==> config.mk <==
export PLATFORM = sky130hd
export DESIGN_NAME = polarity_corrector
export DESIGN_NICKNAME = d
export VERILOG_FILES = /design/src/rtl/polarity_pkg.sv /design/src/rtl/polarity_history.sv /design/src/rtl/polarity_dpath.sv /design/src/rtl/polarity_ctrl.sv /design/src/rtl/polarity_corrector.sv
export SDC_FILE = /design/constraint.sdc
export NUM_CORES = 1
export LEC_CHECK = 0
export ABC_AREA = 1
export CORE_UTILIZATION = 35
export DETAILED_ROUTE_END_ITERATION = 10
export DONT_BUFFER_PORTS = 1
export SLEW_MARGIN = 20
export SYNTH_ARGS = -nofsm -noshare
export SYNTH_HDL_FRONTEND = slang
export SYNTH_SLANG_ARGS = --single-unit
==> constraint.sdc <==
create_clock -name clk -period 2.2 [get_ports clk]
set_input_delay 0.33 -clock clk [delete_from_list [all_inputs] [get_ports clk]]
set_output_delay 0.33 -clock clk [all_outputs]
set_load 0.05 [all_outputs]
==> src/rtl/polarity_pkg.sv <==
package polarity_pkg;

  typedef enum logic [1:0] {
    ST_DOWN   = 2'd0,
    ST_ARMED  = 2'd1,
    ST_ONE    = 2'd2,
    ST_LOCKED = 2'd3
  } polState_t;

  typedef struct packed {
    logic clearHist;
    logic recordPulse;
    logic loadHist;
    logic loadFrame;
  } polStrobe_t;

endpackage

==> src/rtl/polarity_history.sv <==
module polarity_history #(
  parameter int HIST_LEN = 5
) (
  input  logic clk,
  input  logic rstN,
  input  logic clear,
  input  logic record,
  input  logic pulsePol,
  output logic histFull,
  output logic majorityRev
);
  localparam int CNT_W = $clog2(HIST_LEN + 1);

  logic [HIST_LEN-1:0] histBits;
  logic [CNT_W-1:0]    histCnt;
  logic [CNT_W-1:0]    onesCnt;

  always_ff @(posedge clk or negedge rstN) begin
    if (!rstN) begin
      histBits <= '0;
      histCnt  <= '0;
    end else if (clear) begin
      histBits <= '0;
      histCnt  <= '0;
    end else if (record) begin
      histBits <= (histBits << 1) | HIST_LEN'(pulsePol);
      if (histCnt != CNT_W'(HIST_LEN))
        histCnt <= histCnt + 1'b1;
    end
  end

  always_comb begin
    onesCnt = '0;
    for (int i = 0; i < HIST_LEN; i++)
      onesCnt = onesCnt + CNT_W'(histBits[i]);
  end

  assign histFull    = (histCnt == CNT_W'(HIST_LEN));
  assign majorityRev = (onesCnt > CNT_W'(HIST_LEN / 2));

endmodule

==> src/rtl/polarity_dpath.sv <==
module polarity_dpath
  import polarity_pkg::*;
#(
  parameter int HIST_LEN = 5
) (
  input  logic       clk,
  input  logic       rstN,
  input  polStrobe_t strobe,
  input  logic       pulsePol,
  input  logic       etdPol,
  output logic       histFull,
  output logic       etdMatch,
  output logic       invertQ
);
  logic majorityRev;

  polarity_history #(.HIST_LEN(HIST_LEN)) u_hist (
    .clk        (clk),
    .rstN       (rstN),
    .clear      (strobe.clearHist),
    .record     (strobe.recordPulse),
    .pulsePol   (pulsePol),
    .histFull   (histFull),
    .majorityRev(majorityRev)
  );

  always_ff @(posedge clk or negedge rstN) begin
    if (!rstN)
      invertQ <= 1'b0;
    else if (strobe.loadHist)
      invertQ <= majorityRev;
    else if (strobe.loadFrame)
      invertQ <= etdPol;
  end

  assign etdMatch = (etdPol == invertQ);

endmodule

==> src/rtl/polarity_ctrl.sv <==
module polarity_ctrl
  import polarity_pkg::*;
(
  input  logic       clk,
  input  logic       rstN,
  input  logic       pulseValid,
  input  logic       linkPassEntry,
  input  logic       linkFailEvt,
  input  logic       frameEnd,
  input  logic       etdValid,
  input  logic       histFull,
  input  logic       etdMatch,
  output polStrobe_t strobe,
  output logic       linkUp,
  output logic       lockedQ
);
  polState_t state, stateNext;
  logic      validFrame;

  assign validFrame = frameEnd && etdValid;

  always_comb begin
    strobe    = '0;
    stateNext = state;
    if (linkFailEvt) begin
      strobe.clearHist = 1'b1;
      stateNext        = ST_DOWN;
    end else begin
      unique case (state)
        ST_DOWN: begin
          strobe.recordPulse = pulseValid;
          if (linkPassEntry) begin
            strobe.loadHist = histFull;
            stateNext       = ST_ARMED;
          end
        end
        ST_ARMED: begin
          if (validFrame) begin
            strobe.loadFrame = 1'b1;
            stateNext        = ST_ONE;
          end
        end
        ST_ONE: begin
          if (validFrame) begin
            if (etdMatch) stateNext = ST_LOCKED;
            else          strobe.loadFrame = 1'b1;
          end
        end
        default: ;
      endcase
    end
  end

  always_ff @(posedge clk or negedge rstN) begin
    if (!rstN) state <= ST_DOWN;
    else       state <= stateNext;
  end

  assign linkUp  = (state != ST_DOWN);
  assign lockedQ = (state == ST_LOCKED);

endmodule

==> src/rtl/polarity_corrector.sv <==
module polarity_corrector
  import polarity_pkg::*;
#(
  parameter int HIST_LEN = 5
) (
  input  logic clk,
  input  logic rstN,
  input  logic pulseValid,
  input  logic pulsePol,
  input  logic linkPassEntry,
  input  logic linkFailEvt,
  input  logic frameEnd,
  input  logic etdValid,
  input  logic etdPol,
  output logic rxInvert,
  output logic polReversed,
  output logic locked,
  output logic acceptPos,
  output logic acceptNeg
);
  polStrobe_t strobe;
  logic       histFull;
  logic       etdMatch;
  logic       linkUp;
  logic       invertQ;
  logic       lockedQ;

  polarity_ctrl u_ctrl (
    .clk          (clk),
    .rstN         (rstN),
    .pulseValid   (pulseValid),
    .linkPassEntry(linkPassEntry),
    .linkFailEvt  (linkFailEvt),
    .frameEnd     (frameEnd),
    .etdValid     (etdValid),
    .histFull     (histFull),
    .etdMatch     (etdMatch),
    .strobe       (strobe),
    .linkUp       (linkUp),
    .lockedQ      (lockedQ)
  );

  polarity_dpath #(.HIST_LEN(HIST_LEN)) u_dpath (
    .clk     (clk),
    .rstN    (rstN),
    .strobe  (strobe),
    .pulsePol(pulsePol),
    .etdPol  (etdPol),
    .histFull(histFull),
    .etdMatch(etdMatch),
    .invertQ (invertQ)
  );

  assign rxInvert    = invertQ;
  assign polReversed = invertQ;
  assign locked      = lockedQ;
  assign acceptPos   = !linkUp || !invertQ;
  assign acceptNeg   = !linkUp ||  invertQ;

endmodule

==> metrics.json <==
{
  "post_synth_inst_count": {"value": 95},
  "cts-root-buf": {"value": "sky130_fd_sc_hd__clkbuf_4"},
  "synth_simple_gate_area_share": {"value": 28.12, "unit": "%"},
  "synth_adder_area_share": {"value": 17.69, "unit": "%"},
  "report.final.hold_viol_count": {"value": 0},
  "synth_fp_nets": {"value": 114},
  "floorplan.core_area": {"value": 2042, "unit": "um2"},
  "drt_iter0_markers": {"value": 1},
  "postPlaceCellArea": {"value": 825.8, "unit": "um2"},
  "timing.critical_path.fanout_max": {"value": 2},
  "fmax": {"value": 0.5095, "unit": "GHz"},
  "area_growth": {"value": 8.847, "unit": "%"},
  "finalPower": {"value": 0.9474, "unit": "mW"},
  "gpl_wtd_cong": {"value": 0.7503},
  "ratio_of_cells_with_drive_above_1_in_the_final_layout": {"value": 17.00, "unit": "%"},
  "rows": {"value": 16},
  "yosysTopAreaCell": {"value": "sky130_fd_sc_hd__dfrtp_1"},
  "io_buffers": {"value": 0},
  "worst_ep_required_time": {"value": 2.41, "unit": "ns"},
  "grtUsageTotal": {"value": 13.05, "unit": "%"},
  "maxSlewHeadroom": {"value": 64.74, "unit": "%"},
  "nets": {"value": 120},
  "floorplan.die.width": {"value": 49.57, "unit": "um"},
  "main_combinational_cell_family_by_area_after_synthesis": {"value": "simple AND/OR/NAND/NOR gates"},
  "timing_worst_slew_pin_value": {"value": 0.5272, "unit": "ns"},
  "post-route-drc-count": {"value": 0},
  "initial_core_util": {"value": 38.79, "unit": "%"},
  "first_global_vias": {"value": 557},
  "fin_skew": {"value": 0.008279, "unit": "ns"},
  "htree_num_levels": {"value": 1},
  "finish.instance_area": {"value": 862.1, "unit": "um2"},
  "layout_common_cells": {"value": "21 x sky130_fd_sc_hd__nand2_1, 17 x sky130_fd_sc_hd__inv_1, 11 x sky130_fd_sc_hd__dfrtp_1, 10 x sky130_fd_sc_hd__nand3_1, 8 x sky130_fd_sc_hd__ha_1"},
  "layout_worst_path_cycle_share": {"value": 89.22, "unit": "%"},
  "synth_compound_gate_area_share": {"value": 7.267, "unit": "%"},
  "yosys.cell_types.count": {"value": 21},
  "timing.final.crit_period": {"value": 1.963, "unit": "ns"},
  "antennaDiodeCount": {"value": 0},
  "worst_hold_path_type": {"value": "in2reg"},
  "setup.worst_path.class": {"value": "reg2reg"},
  "power_density": {"value": 1099, "unit": "nW/um2"},
  "floorplan.die_area": {"value": 2457, "unit": "um2"},
  "syn_area": {"value": 792.0, "unit": "um2"},
  "cts_num_sinks": {"value": 11},
  "synth_top_area_share": {"value": 34.76, "unit": "%"},
  "synthMuxAreaShare": {"value": 0, "unit": "%"},
  "cts_made_buffers": {"value": 3},
  "tritoncts": {"value": "yes"},
  "wl_per_cell": {"value": 10.80, "unit": "um"},
  "clk_pin_slew_worst_paths": {"value": 0.07, "unit": "ns"},
  "post_cts_resize_count": {"value": 0},
  "die_height": {"value": 49.57, "unit": "um"},
  "data_arrival_time_at_the_worst_slack_endpoint": {"value": 2.17, "unit": "ns"},
  "ir_worst_vdd": {"value": 552.3, "unit": "uV"},
  "totalWireLength": {"value": 1.372, "unit": "mm"},
  "yosys_warnings": {"value": 0},
  "first_pass_grt_wire_length": {"value": 2.415, "unit": "mm"},
  "setup_crit_end_kind": {"value": "register"},
  "vias_per_cell": {"value": 4.543},
  "post_synth.cell_area_avg": {"value": 8.337, "unit": "um2"},
  "routed-via-count": {"value": 577},
  "fin_setup_tns": {"value": 0, "unit": "ns"},
  "max-clock-path-buffers": {"value": 2},
  "drt_first_pass_iters": {"value": 4},
  "cp-start-kind": {"value": "register"},
  "grt_setup_unrepaired": {"value": "false"},
  "detail-route-antenna-nets": {"value": 0},
  "number_of_antenna_violations_at_the_first_check_in_global_routing": {"value": 0},
  "cap_viol_max_count": {"value": 0},
  "p_leak": {"value": 0.4428, "unit": "nW"},
  "filler_cells_inserted": {"value": 203},
  "ioPinCount": {"value": 14},
  "largest_net_degree_at_the_start_of_global_routing": {"value": 14},
  "detailed_place_hpwl": {"value": 1.071, "unit": "mm"},
  "setup_viol": {"value": 0},
  "status": {"value": "finished clean"},
  "synth-xor-area-share": {"value": 1.106, "unit": "%"},
  "seq_area_frac_synth": {"value": 34.76, "unit": "%"},
  "mostFrequentLayoutCell": {"value": "sky130_fd_sc_hd__nand2_1"},
  "leading_cell_types_by_total_area_after_synthesis": {"value": "sky130_fd_sc_hd__dfrtp_1 35%, sky130_fd_sc_hd__ha_1 13%, sky130_fd_sc_hd__nand2_1 10%"},
  "clock_insertion_delay_worst_skew": {"value": 0.27, "unit": "ns"},
  "maxSlewViolCount": {"value": 0},
  "grt-ovfl-total": {"value": 0},
  "ys_ff_latch": {"value": 11}
}
==> cell usage after synthesis (all sizes together) <==
| library cell | instances |
|---|---|
| nand2 | 25 |
| xor2 | 1 |
| clkinv | 1 |
| fa | 2 |
| a31oi | 1 |
| nand3 | 13 |
| buf | 2 |
| nor2 | 5 |
| inv | 18 |
| o21ai | 7 |
| dfrtp | 11 |
| o22ai | 1 |
| ha | 8 |
==> report_power, final <==
part / switching, mW / internal, mW / total [mW]
Clock: 0.0638 / 0.0701 / 0.134
Combinational: 0.368 / 0.152 / 0.520
Sequential: 0.0428 / 0.250 / 0.293
Total: 0.475 / 0.473 / 0.947
==> kinds of logic (layout without fill, tap and decap cells) <==
| kind of cell | count (synthesis) | in the layout |
|---|---|---|
| adders and majority gates | 10 | 10 |
| buffers and inverters | 21 | 26 |
| AOI/OAI and AO/OA | 9 | 9 |
| xor gates and xnor gates | 1 | 1 |
| DFF | 11 | 11 |
| and+or+nand+nor | 43 | 43 |
==> per-layer routing <==
layer  routed length [um]  global-route usage (%)  up-vias
met5                    0                       0        -
met4                    0                   2.857        0
met3                   88                   4.938        0
met2                  647                   21.85       16
met1                  636                   15.77      260
li1                     -                       -      301
==> registers in the layout, indices dropped and copies added (netlist names) <==
name,flops
u_dpath.u_hist.histBits,5
u_dpath.u_hist.histCnt,3
u_dpath.invertQ,1
u_ctrl.state,2
==> per-stage QoR <==
step           hold slack, ns  utilization (%)  setup slack (ns)  cells
2_1_floorplan         0.03441                -            0.3409     95
3_3_place_gp          0.03472            40.44            0.2941    122
3_5_place_dp          0.03473            40.44            0.2413    122
4_1_cts                0.2150            42.22            0.2366    127
5_1_grt                0.2365            42.22            0.1276    127
6_report               0.2170            42.22            0.2372    127
==> final cells by class <==
type	instances	area, um2	area share, %
multi-input cells	63	429.2	49.78
inverters	19	72.57	8.418
repair buffers	3	25.02	2.903
well taps	27	33.78	3.919
flip-flops and latches	11	275.3	31.93
clock buffers	4	26.28	3.048
==> timing repair <==
| action | 4_1_cts | 5_1_grt |
|---|---|---|
| hold buffers | 1 | 0 |
| endpoints found under the hold margin | 11 | 0 |
| buffers inserted | 0 | 0 |
==> worst max-delay path, cell delays in order, from the launching register on <==
cell and delay (ns):
sky130_fd_sc_hd__dfrtp_1 0.36, sky130_fd_sc_hd__inv_1 0.08, sky130_fd_sc_hd__fa_1 0.49, sky130_fd_sc_hd__fa_1 0.40, sky130_fd_sc_hd__ha_1 0.29, sky130_fd_sc_hd__a31oi_1 0.16, sky130_fd_sc_hd__nand2_1 0.06, sky130_fd_sc_hd__nand3_1 0.07
==> final timing paths <==
kind                                                             start                                endpoint  slack, ns  cells past startpoint
worst min-delay path                                       linkFailEvt             u_ctrl.state[0]$_DFFE_PN0P_       0.22                      3
min in group asynchronous                                         rstN             u_dpath.invertQ$_DFFE_PN0P_       0.47                      1
worst max-delay path            u_dpath.u_hist.histBits[0]$_DFFE_PN0P_             u_dpath.invertQ$_DFFE_PN0P_       0.24                      7
max in group asynchronous                                         rstN   u_dpath.u_hist.histCnt[0]$_DFFE_PN0P_       1.37                      1
worst min register to register  u_dpath.u_hist.histBits[3]$_DFFE_PN0P_  u_dpath.u_hist.histBits[4]$_DFFE_PN0P_       0.51                      2
worst max register to register  u_dpath.u_hist.histBits[0]$_DFFE_PN0P_             u_dpath.invertQ$_DFFE_PN0P_       0.24                      7
No activity file was read; power rests on OpenSTA's default activity.
